`src/rtl/muldiv_pkg.sv`:
```
package muldiv_pkg;
    typedef enum logic [1:0] {
        ST_IDLE = 2'd0,
        ST_MUL  = 2'd1,
        ST_DIV  = 2'd2
    } md_state_e;

    localparam logic OP_MUL = 1'b0;
    localparam logic OP_DIV = 1'b1;
endpackage

```
`src/rtl/md_mul_step.sv`:
```
module md_mul_step #(
    parameter int W = 32
) (
    input  logic [2*W-1:0] mcand_i,
    input  logic [W-1:0]   mplier_i,
    input  logic [2*W-1:0] acc_i,
    output logic [2*W-1:0] mcand_o,
    output logic [W-1:0]   mplier_o,
    output logic [2*W-1:0] acc_o,
    output logic           last_o
);
    always_comb begin
        acc_o    = mplier_i[0] ? (acc_i + mcand_i) : acc_i;
        mcand_o  = mcand_i << 1;
        mplier_o = mplier_i >> 1;
        last_o   = (mplier_o == '0);
    end
endmodule

```
`src/rtl/md_div_step.sv`:
```
module md_div_step #(
    parameter int W = 32
) (
    input  logic [W-1:0] rem_i,
    input  logic [W-1:0] quo_i,
    input  logic [W-1:0] dvsr_i,
    output logic [W-1:0] rem_o,
    output logic [W-1:0] quo_o
);
    logic [W:0] shifted;
    logic [W:0] diff;

    always_comb begin
        shifted = {rem_i, quo_i[W-1]};
        diff    = shifted - {1'b0, dvsr_i};
        if (!diff[W]) begin
            rem_o = diff[W-1:0];
            quo_o = {quo_i[W-2:0], 1'b1};
        end else begin
            rem_o = shifted[W-1:0];
            quo_o = {quo_i[W-2:0], 1'b0};
        end
    end
endmodule

```
`src/rtl/iter_muldiv.sv`:
```
module iter_muldiv
    import muldiv_pkg::*;
#(
    parameter int WIDTH = 32
) (
    input  logic                          clk,
    input  logic                          rst_n,
    input  logic                          start_i,
    input  logic                          op_i,
    input  logic [WIDTH-1:0]              opa_i,
    input  logic [WIDTH-1:0]              opb_i,
    output logic                          busy_o,
    output logic                          done_o,
    output logic                          div_err_o,
    output logic [2*WIDTH-1:0]            product_o,
    output logic [WIDTH-1:0]              quotient_o,
    output logic [WIDTH-1:0]              remainder_o,
    output logic [$clog2(WIDTH+1)-1:0]    iter_count_o
);
    localparam int CNT_W = $clog2(WIDTH + 1);
    localparam int DW    = 2 * WIDTH;
    localparam logic [CNT_W-1:0] LAST_DIV = CNT_W'(WIDTH - 1);

    typedef struct packed {
        md_state_e         state;
        logic [DW-1:0]     work;
        logic [WIDTH-1:0]  opnd;
        logic [DW-1:0]     acc;
        logic [CNT_W-1:0]  cnt;
        logic              done;
        logic              err;
        logic [DW-1:0]     prod;
        logic [WIDTH-1:0]  quo;
        logic [WIDTH-1:0]  rem;
    } md_regs_t;

    md_regs_t r_q, r_d;

    logic [DW-1:0]    mul_mcand_d;
    logic [WIDTH-1:0] mul_mplier_d;
    logic [DW-1:0]    mul_acc_d;
    logic             mul_last;
    logic [WIDTH-1:0] div_rem_d;
    logic [WIDTH-1:0] div_quo_d;

    md_mul_step #(.W(WIDTH)) u_mul_step (
        .mcand_i  (r_q.work),
        .mplier_i (r_q.opnd),
        .acc_i    (r_q.acc),
        .mcand_o  (mul_mcand_d),
        .mplier_o (mul_mplier_d),
        .acc_o    (mul_acc_d),
        .last_o   (mul_last)
    );

    md_div_step #(.W(WIDTH)) u_div_step (
        .rem_i  (r_q.work[DW-1:WIDTH]),
        .quo_i  (r_q.work[WIDTH-1:0]),
        .dvsr_i (r_q.opnd),
        .rem_o  (div_rem_d),
        .quo_o  (div_quo_d)
    );

    always_comb begin
        r_d      = r_q;
        r_d.done = 1'b0;
        r_d.err  = 1'b0;
        unique case (r_q.state)
            ST_IDLE: begin
                if (start_i) begin
                    r_d.cnt  = '0;
                    r_d.opnd = opb_i;
                    r_d.acc  = '0;
                    r_d.work = {{WIDTH{1'b0}}, opa_i};
                    r_d.state = (op_i == OP_MUL) ? ST_MUL : ST_DIV;
                end
            end
            ST_MUL: begin
                r_d.work = mul_mcand_d;
                r_d.opnd = mul_mplier_d;
                r_d.acc  = mul_acc_d;
                r_d.cnt  = r_q.cnt + 1'b1;
                if (mul_last) begin
                    r_d.state = ST_IDLE;
                    r_d.done  = 1'b1;
                    r_d.prod  = mul_acc_d;
                end
            end
            ST_DIV: begin
                if (r_q.opnd == '0) begin
                    r_d.state = ST_IDLE;
                    r_d.done  = 1'b1;
                    r_d.err   = 1'b1;
                    r_d.quo   = '1;
                    r_d.rem   = '1;
                end else begin
                    r_d.work = {div_rem_d, div_quo_d};
                    r_d.cnt  = r_q.cnt + 1'b1;
                    if (r_q.cnt == LAST_DIV) begin
                        r_d.state = ST_IDLE;
                        r_d.done  = 1'b1;
                        r_d.quo   = div_quo_d;
                        r_d.rem   = div_rem_d;
                    end
                end
            end
            default: r_d.state = ST_IDLE;
        endcase
    end

    always_ff @(posedge clk or negedge rst_n) begin
        if (!rst_n) begin
            r_q <= '{state: ST_IDLE, default: '0};
        end else begin
            r_q <= r_d;
        end
    end

    assign busy_o       = (r_q.state != ST_IDLE);
    assign done_o       = r_q.done;
    assign div_err_o    = r_q.err;
    assign product_o    = r_q.prod;
    assign quotient_o   = r_q.quo;
    assign remainder_o  = r_q.rem;
    assign iter_count_o = r_q.cnt;

    a_r8_done_not_busy: assert property (@(posedge clk) disable iff (!rst_n)
        done_o |-> !busy_o);

    a_r8_done_single: assert property (@(posedge clk) disable iff (!rst_n)
        done_o |=> !done_o);

    a_r8_results_frozen: assert property (@(posedge clk) disable iff (!rst_n)
        !done_o |-> ($stable(product_o) && $stable(quotient_o) && $stable(remainder_o)));

    a_r6_err_all_ones: assert property (@(posedge clk) disable iff (!rst_n)
        div_err_o |-> (done_o && quotient_o == '1 && remainder_o == '1 && iter_count_o == '0));

    a_r3_count_bound: assert property (@(posedge clk) disable iff (!rst_n)
        busy_o |-> (iter_count_o < CNT_W'(WIDTH)));

    a_r7_start_no_abort: assert property (@(posedge clk) disable iff (!rst_n)
        (busy_o && start_i) |=> (busy_o || done_o));
endmodule

```
`config.mk`:
```
export PLATFORM = sky130hd
export DESIGN_NAME = iter_muldiv
export DESIGN_NICKNAME = d
export VERILOG_FILES = /design/src/rtl/muldiv_pkg.sv /design/src/rtl/md_mul_step.sv /design/src/rtl/md_div_step.sv /design/src/rtl/iter_muldiv.sv
export SDC_FILE = /design/constraint.sdc
export NUM_CORES = 1
export LEC_CHECK = 0
export BUFFER_PORTS_ARGS = -buffer_cell sky130_fd_sc_hd__buf_2
export CORE_MARGIN = 10
export CORE_UTILIZATION = 50
export DETAILED_ROUTE_END_ITERATION = 6
export GPL_TIMING_DRIVEN = 0
export PLACE_DENSITY_LB_ADDON = 0.25
export SYNTH_ARGS = -nofsm -noshare
export SYNTH_HDL_FRONTEND = slang
export SYNTH_HIERARCHICAL = 1
export SYNTH_SLANG_ARGS = --single-unit
```
`constraint.sdc`:
```
create_clock -name clk -period 3.5 [get_ports clk]
set_input_delay 0.7 -clock clk [delete_from_list [all_inputs] [get_ports clk]]
set_output_delay 0.7 -clock clk [all_outputs]
set_load 0.02 [all_outputs]
```
# Word-level counts from Yosys, hierarchy flattened
# Index checks and enable logic that the tools add are counted.
# totals
ff_bits	298
in_bits	68
output_inout_bits	137
elab_cells	54
# op_classes
add_sub_neg	3
eq_ne	7
muxes	22
n_reduce_logical	12
# op_table
op	count
two-way mux 64 bit	4
one-hot mux 64 bit (3 select lines)	1
one-hot mux 96 bit (2 select lines)	1
two-way mux 168 bit	1
adder 64 bit	1
logical NOT 32 bit	2
subtractor 33 x 32 -> 33 bit	1
two-way mux 32 bit	1
one-hot mux 6 bit (3 select lines)	1
two-way mux 2 bit	4
adder 6 x 1 -> 6 bit (second input constant)	1
== test 6 x 5 -> 1 bit (second input constant)	1
two-way mux 1 bit	6
two-way mux 6 bit	1
!= test 2 bit (second input constant)	3
one-hot mux 2 bit (3 select lines)	1
AND reduction 2 bit	3
AND reduction 3 bit	2
nonzero test 2 bit	3
!= test 3 bit (second input constant)	1
nonzero test 3 bit	1
== test 2 x 1 -> 1 bit (second input constant)	1
== test 2 bit (second input constant)	1
logical NOT 2 bit	1
one-hot mux 1 bit (2 select lines)	1

# Logic depth before layout (Yosys ltp)
# Gate-level depths: netlist of run 1.
# depth
depth_word	4
mapped_depth	18
ltp_nobuf	16

# Modules after synthesis
# The synthesis of run 1 kept the hierarchy.
# by_module_without_submodules
mod	instances	cells_per_inst	area_per_inst_um2	seq_area_each_um2
iter_muldiv	1	1159	13193.9	7457.2
md_mul_step	1	773	5441.5	0.0
md_div_step	1	336	2591.2	0.0

# Least setup slack after synthesis of run 1
# Ideal clock, no wire load.
# synth_timing
path_kind	reg-to-reg
from	register r_q[263] in the netlist's numbering
to	register r_q[272] in the netlist's numbering
setup_time_ns	0.133
arrival_ns	3.494
required_ns	3.367
slack_ns	-0.127
path_stages_with_launch	19
n_path_buf	2
period_less_slack_ns	3.627
cell_sequence	dfrtp_1 -> inv_1 -> ha_1 -> fa_1 -> and2b_1 -> o2111ai_2 -> a21oi_2 -> o2111ai_1 -> a211oi_2 -> nor2_4 -> mux2i_4 -> and2_4 -> buf_12 -> inv_8 -> buf_12 -> mux2_4 -> a22o_1 -> nand2_1 -> o21ai_0
# synth_between
elab_chain_len	4
# synth_rtl
item	line	rtl
start: declaration	iter_muldiv.sv:37	md_regs_t r_q, r_d;
start signal: assignment	iter_muldiv.sv:115	r_q <= r_d;
subtractor 33 x 32 -> 33 bit	md_div_step.sv:15	diff = shifted - {1'b0, dvsr_i};
two-way mux 32 bit	md_div_step.sv:16	if (!diff[W]) begin
via div_rem_d[8]	iter_muldiv.sv:43	logic [WIDTH-1:0] div_rem_d;
two-way mux 64 bit	iter_muldiv.sv:90	if (r_q.opnd == '0) begin
one-hot mux 64 bit (3 select lines)	iter_muldiv.sv:68	unique case (r_q.state)
# The timed path passes the listed nets, and every way through them passes these cells. The select of a mux whose other input is x is not followed.
# A chain may end at the register's enable or synchronous reset.

# Worst setup path in the final report of run 1
# layout_timing
from	register r_q[200] in the netlist's numbering
to	register r_q[273] in the netlist's numbering
# Same word-level chain as after synthesis.

==> run_results.csv, run 1 <==
group,metric,value,unit
cells_and_area,fin_nets,2742,
timing,finalCritPeriodShare,107.3,%
routing,drc,0,
cells_and_area,drive_above_1_share,34.46,%
timing,final.min_clock_period,3.754,ns
yosys,synth-edff-count,0,
status,status,"complete, but fails checks",
critical_path,cp-end-kind,"flop",
routing,ant_nets,0,
floorplan,row_count,75,
critical_path,cp-start-kind,"flop",
global_routing,grt_pass1_wl,100800,µm
clock_network,cts_sinks,298,
cells_and_area,fin_cells,3136,
place,place_inst,3014,
timing,whs,0.2085,ns
yosys,yosys_warnings,6,
yosys,yosysTopAreaCell,"dfrtp_1",
yosys,synth_ff_type,"dfrtp_1",
critical_path,critPathArrivalTime,4.17,ns
critical_path,critPathMaxFanout,5,
global_routing,grt_pass1_vias,18040,
place,io_buffers,204,
floorplan,core_area,0.04195,mm²
timing,hold_violations,0,
critical_path,r2r-end,"r_q[273]",
clock_network,cts_tree,"done",
global_routing,met3_usage,3.684,%
worst_hold_path,hp-class,"input port to asynchronous set/reset pin",
timing,max_freq,0.2664,GHz
timing,worst_pin_slew,1.350,ns
clock_network,clk_latency,0.56,ns
global_routing,grtUsageMet2,40.56,%
global_routing,grtUsageMet1,32.58,%
timing,maxSlewHeadroom,9.702,%
floorplan,dieArea,0.05109,mm²
floorplan,die_w,226.0,µm
critical_path,path_class,"flop to flop",
routing,routed_via_density,5.843,
yosys,syn_area,0.02123,mm²
routing,wl_per_cell,20.86,µm
global_routing,grt_usage,24.78,%
floorplan,fp.dieH,226.0,µm
clock_network,cts-root-buf,"clkbuf_16",
critical_path,ff2ff_path_depth,16,
routing,firstDrtPassIters,5,
yosys,synth_top_area_share,35.13,%
yosys,synth_cells,2268,
critical_path,regToRegStartpoint,"r_q[200]",
place,gp_congestion,0.9297,
global_routing,gr-max-usage-layer,"met2",
global_routing,grt_max_degree,108,
timing,skew,0.01940,ns
clock_network,clk_pin_slew_worst_paths,0.06,ns
timing,finalSetupViolations,57,
global_routing,antenna_found_initial,1,
place,hpwl,48650,µm
yosys,async_flop_share,100.0,%
critical_path,cp.required,3.92,ns
timing,drv_slew,0,
cells_and_area,synthToLayoutAreaGrowth,20.15,%
yosys,ys_seq_area_share,35.13,%
critical_path,crit_path_start,"r_q[200]",
clock_network,cts_buffer_depth,3,
critical_path,rrSetupSlack,-0.25,ns
clock_network,hold_buffers,0,
yosys,synth_area_per_cell,9.359,µm²
floorplan,start_util,50.60,%
timing,fin_ws,-0.2540,ns
clock_network,cts_buffers,34,
power_and_ir_drop,ir_worst_vdd,0.4198,mV
status,violations,"negative setup slack",
global_routing,grt-ovfl-total,0,
flow_run,cap_violations,0,
timing,rsz0062_at_grt,"yes",
cells_and_area,fill_cells,3587,
routing,drt_iter0_drc,1424,
yosys,synth_cell_types,89,
floorplan,ios,205,
clock_network,h-tree-depth,2,
power_and_ir_drop,p_leak,12.75,nW
yosys,yosys_register_bits,298,
power_and_ir_drop,power.density,680.9,mW/mm²
yosys,synthTopCellsByArea,"dfrtp_1 35%, buf_4 9.3%, mux2_2 6.4%, ha_1 5.9%, nand2_1 4.4%",
routing,vias,18320,
cells_and_area,num_antenna_cells,0,
routing,totalWireLength,65410,µm
routing by layer:
metal	part of all wire [%]	wire length [µm]
met1	43	28320
met2	47	30790
met3	6.3	4113
met4	3.3	2181
met5	0	0
cell usage in the layout, fill, tap and decap left out, types with 7 or more instances in the layout:
master,n
buf_2,220
clkbuf_1,84
mux2i_1,36
inv_1,59
clkbuf_16,38
nor3_1,19
ha_1,74
o21a_1,10
a21oi_1,97
buf_6,31
xnor2_1,50
buf_4,311
mux2_2,112
a21o_1,64
nor2_1,53
and2_1,9
nor4_1,18
mux2_4,27
nand4_1,30
a31oi_1,10
dfrtp_1,284
a22oi_1,32
o21ai_1,48
nand3_1,28
xor2_1,31
nand2_1,243
a22o_1,100
ha_2,18
o22a_1,64
and3_1,8
o21ai_0,133
ha_4,8
nor2b_1,7
buf_1,9
o21bai_1,20
a211oi_1,7
o21ai_4,9
nand2b_1,14
dfrtp_2,14
power by group:
| part | internal (mW) | switching (mW) | total, mW |
|---|---|---|---|
| combinational | 3.58 | 5.06 | 8.64 |
| sequential | 4.02 | 0.738 | 4.76 |
| clock | 2.45 | 1.51 | 3.97 |
| total | 10.1 | 7.31 | 17.4 |
cell usage after synthesis (all sizes together) (6+ instances only):
library cell and count:
o21a 10, clkbuf 94, and3 11, a21oi 106, ha 100, a31oi 11, or3 6, nor3 20
nor2b 7, xor2 31, or2 6, a22o 100, mux2i 37, a211oi 12, o22a 64, o31ai 6
buf 298, and2 11, inv 60, a21boi 7, o21ai 196, o2111ai 10, nand2 246, o211ai 7
nand2b 14, a21o 65, mux2 139, nor4 18, nand3 28, a22oi 33, o21bai 22, nor2 59
xnor2 50, dfrtp 298, nand4 30
state kept, by name, summed over array words and instances, names as in the netlist:
name / cells
remainder_o: 32
iter_count_o: 6
product_o: 64
r_q: 162
div_err_o: 1
done_o: 1
quotient_o: 32
timing repair:
| item | CTS | global route |
|---|---|---|
| pin swaps | 44 | 49 |
| gates cloned | 1 | 1 |
| hold endpoints to repair | 0 | 0 |
| setup endpoints to repair | 121 | 112 |
| gates resized for setup | 105 | 113 |
| setup buffers | 37 | 39 |
worst max path at each step:
stage / end / slack [ns] / cells after the start
2_1_floorplan: r_q[272] / 0.003 / 18
3_3_place_gp: r_q[171] / -3.93 / 1
3_5_place_dp: r_q[294] / -0.71 / 18
4_1_cts: r_q[278] / -0.39 / 17
5_1_grt: r_q[273] / -0.32 / 15
6_report: r_q[273] / -0.25 / 16
through the flow:
| stage | power, mW | utilization [%] | setup TNS, ns | cell area, µm² | worst slack (ns) |
|---|---|---|---|---|---|
| finish | 17.36 | 60.80 | -8.149 | 25500 | -0.2540 |
| global route | 18.44 | 60.80 | -12.52 | 25500 | -0.3155 |
| CTS | 16.95 | 59.32 | -13.79 | 24880 | -0.3948 |
| detailed placement | 12.61 | 54.83 | -40.03 | 23000 | -0.7143 |
| global placement | 12.39 | 54.68 | -1194.49 | 22930 | -3.934 |
| floorplan | 10.37 | - | 0 | 21240 | 0.003495 |
cell families after synthesis:
logic type / synth area share, %
compound gates: 22.39
xor+xnor: 3.342
fa+ha+maj: 6.083
buf+inv: 13.32
flops: 35.13
mux: 9.514
other cells: 0.01767
simple gates: 10.20
critical path: stages (launching register included):
cell and delay (ns):
dfrtp_2 0.46, ha_4 0.19, fa_2 0.38, and2b_2 0.26
o2111ai_4 0.14, a21oi_4 0.22, o2111ai_4 0.19, a211oi_4 0.30
nor2_4 0.07, mux2i_4 0.21, and2_4 0.28, inv_16 0.07
clkbuf_16 0.17, mux2_4 0.31, a22o_1 0.24, nand2_1 0.07
o21ai_1 0.06
area by class of cell:
cell class	count	area, µm²	share of cell area (%)
multi-input combinational	1517	11550	45.30
sequential	298	7475	29.31
buffer	378	2515	9.861
timing repair buffer	283	1819	7.133
clock buffer	48	1007	3.949
tap	539	674.4	2.644
inverter	60	241.5	0.9468
clock inverter	13	220.2	0.8634
(Power assumes the default switching activity.)
==> run 2, diff against run 1 <==
Settings changed: CTS_BUF_LIST set to sky130_fd_sc_hd__clkbuf_4.
==> run 2 against run 1 <==
Effect of this change:
- the run still ends with negative setup slack left
- non-clock buffer count is 16 lower
- power is 2.7% lower
- combinational power is 1% higher
- design area is 0.50% lower
- setup slack better by 0.052 ns
- worst hold slack worse by 0.010 ns
- critical path depth stayed put
- utilization is 0.30 points lower
- clock power is 15% lower
- fmax is 1.4% higher
- die area stayed put
- critical path type unchanged
- largest cell class unchanged
- highest routed layer is now met5
==> run_results.csv, run 2 (synthesis gave the netlist of run 1 again) <==
group,metric,value,unit
global_routing,grt_pass1_vias,18420,
global_routing,antenna_found_initial,4,
cells_and_area,largest_reg_flops,162,
routing,drc,0,
routing,vias,18610,
timing,hold_violations,0,
timing,fin_setup_tns,-4.976,ns
floorplan,fp.dieH,226.0,µm
flow_run,cap_violations,0,
routing,ant_nets,0,
clock_network,cts_buffer_depth,3,
clock_network,cts_tree,"done",
timing,rsz0062_at_grt,"yes",
routing,wl_met2,30790,µm
floorplan,start_util,50.60,%
global_routing,grt_max_degree,108,
critical_path,cp-start-kind,"flop",
cells_and_area,layout_commonest_cell,"buf_4",
floorplan,dieArea,0.05109,mm²
floorplan,row_count,75,
critical_path,cpMostUsedCell,"o2111ai_4",
critical_path,cp-end-kind,"flop",
place,gp_congestion,0.9297,
routing,dr_wl_met3,4479,µm
timing,drv_slew,0,
cells_and_area,fill_cells,3680,
global_routing,grt-ovfl-total,0,
status,violations,"negative setup slack",
critical_path,cp.required,4.16,ns
power_and_ir_drop,power.switching,7.461,mW
global_routing,grt_usage,25.06,%
power_and_ir_drop,total_power,16.90,mW
power_and_ir_drop,power_frac_comb,51.7,%
critical_path,slowest_delay,0.46,ns
routing,totalWireLength,66120,µm
critical_path,critPathMaxFanout,6,
power_and_ir_drop,p_seq_share,28.3,%
cells_and_area,regMostFlops,"r_q",
place,hpwl,48650,µm
place,place_inst,3014,
cells_and_area,synthToLayoutAreaGrowth,19.56,%
cells_and_area,layout_common_cells,"302 x buf_4, 278 x dfrtp_1, 243 x nand2_1",
power_and_ir_drop,p_int,9.441,mW
floorplan,core_area,0.04195,mm²
critical_path,regToRegStartpoint,"r_q[200]",
worst_hold_path,hp-start,"opa_i[15]",
critical_path,crit_path_top_delay_cell,"dfrtp_2",
power_and_ir_drop,clkPwrFrac,20.0,%
worst_hold_path,hp-class,"input port to flop",
place,dp_slack,-0.7143,ns
timing,max_freq,0.2701,GHz
routing,met1_length,28330,µm
timing,skew,0.05783,ns
routing,maxUsedRoutingLayer,"met5",
cells_and_area,fin_nets,2775,
power_and_ir_drop,p_leak,12.71,nW
power_and_ir_drop,swShare,44.14,%
timing,whs,0.1982,ns
timing,finalCritPeriodShare,105.8,%
critical_path,path_class,"flop to flop",
critical_path,critPathArrivalTime,4.36,ns
status,status,"complete, but fails checks",
routing,routed_via_density,5.798,
routing,drt_iter0_drc,1428,
critical_path,crit_path_start,"r_q[200]",
timing,worst_pin_slew,1.319,ns
cells_and_area,fin_cells,3210,
power_and_ir_drop,ir_worst_vdd,0.3431,mV
routing,firstDrtPassIters,5,
clock_network,h-tree-depth,3,
clock_network,clk_latency,0.82,ns
timing,final.min_clock_period,3.702,ns
global_routing,grt_pass1_wl,101800,µm
floorplan,ios,205,
power_and_ir_drop,power.density,666.0,mW/mm²
cells_and_area,drive_above_1_share,36.68,%
critical_path,crit_chain,"ha_4 -> fa_2 -> and2b_2 -> o2111ai_4 -> a21oi_4 -> o2111ai_4 -> a211oi_4 -> nor2_4 -> mux2i_4 -> and2_4 -> inv_16 -> buf_12 -> mux2_4 -> a22o_1 -> nand2_1 -> o21ai_1",
routing,wl_per_cell,20.60,µm
timing,fin_ws,-0.2023,ns
timing,maxSlewHeadroom,11.78,%
timing,finalSetupViolations,53,
place,io_buffers,204,
floorplan,die_w,226.0,µm
clock_network,clk_pin_slew_worst_paths,0.07,ns
clock_network,cts_sinks,298,
clock_network,cts-root-buf,"clkbuf_4",
clock_network,cts_buffers,83,
-- run 2: changes by cell type in the layout (fill, tap and decap cells not counted), moves of 9 or more --
cell and delta:
clkinv_1 +19, clkbuf_1 -9, clkbuf_16 -38, ha_4 +9, clkbuf_4 +116, buf_4 -9
ha_1 -9
-- run 2: metal layers --
| layer | vias to the layer above | GRT usage (%) |
|---|---|---|
| li1 | 8676 | - |
| met1 | 9135 | 32.26 |
| met2 | 663 | 40.29 |
| met3 | 132 | 4.657 |
| met4 | 4 | 11.12 |
| met5 | - | 0 |
-- run 2: path summary, 6_finish.rpt --
path / slack, ns / to / cells after the start
min in group asynchronous: 0.57 / remainder_o[29] / 2
max in group asynchronous: 1.44 / r_q[263] / 4
hold reg to reg: 0.50 / product_o[18] / 1
setup / recovery: -0.20 / r_q[289] / 16
setup reg to reg: -0.20 / r_q[289] / 16
hold / removal: 0.20 / r_q[247] / 3
-- run 2: timing repair --
item | CTS | global route
hold buffers | 1 | 0
cloned | 2 | 0
resized for setup | 99 | 140
setup buffers | 38 | 22
hold endpoints to repair | 95 | 0
endpoints found under the setup margin | 119 | 115
pin swaps | 44 | 40
-- run 2: power by group through the flow --
stage / clock network [mW] / registers (mW) / logic [mW]
after global placement: 0 / 4.76 / 7.62
after detailed placement: 0 / 4.79 / 7.81
after global routing: 3.67 / 4.86 / 9.51
final: 3.39 / 4.78 / 8.73
after floorplan: 0 / 4.51 / 5.85
after CTS: 3.48 / 4.74 / 8.09
-- run 2: critical path: cells and delay by family (launching register included) --
family                   cells  cell delay (ns)
adder cells (fa/ha/maj)      2             0.51
buffers and inverters        2             0.22
multiplexers                 2             0.52
AND/OR/NAND/NOR              4             0.68
flip-flops                   1             0.46
AO/OA/AOI/OAI                6             1.15
-- run 2: final cells by class --
class / instances / area (µm²) / share of cell area [%]
Antenna cell: 2 / 5.005 / 0.01972
Buffer: 376 / 2511 / 9.895
Clock inverter: 32 / 216.5 / 0.8529
Inverter: 60 / 241.5 / 0.9515
Timing Repair Buffer: 269 / 1688 / 6.651
Multi-Input combinational cell: 1517 / 11680 / 46.03
Tap cell: 539 / 674.4 / 2.657
Sequential cell: 298 / 7482 / 29.48
Clock buffer: 117 / 878.3 / 3.461
-- run 2: through the flow --
step / cell area [µm²] / util (%)
after floorplan: 21240 / -
after global placement: 22930 / 54.68
after detailed placement: 23000 / 54.83
after CTS: 24690 / 58.87
after global routing: 25380 / 60.50
final: 25380 / 60.50
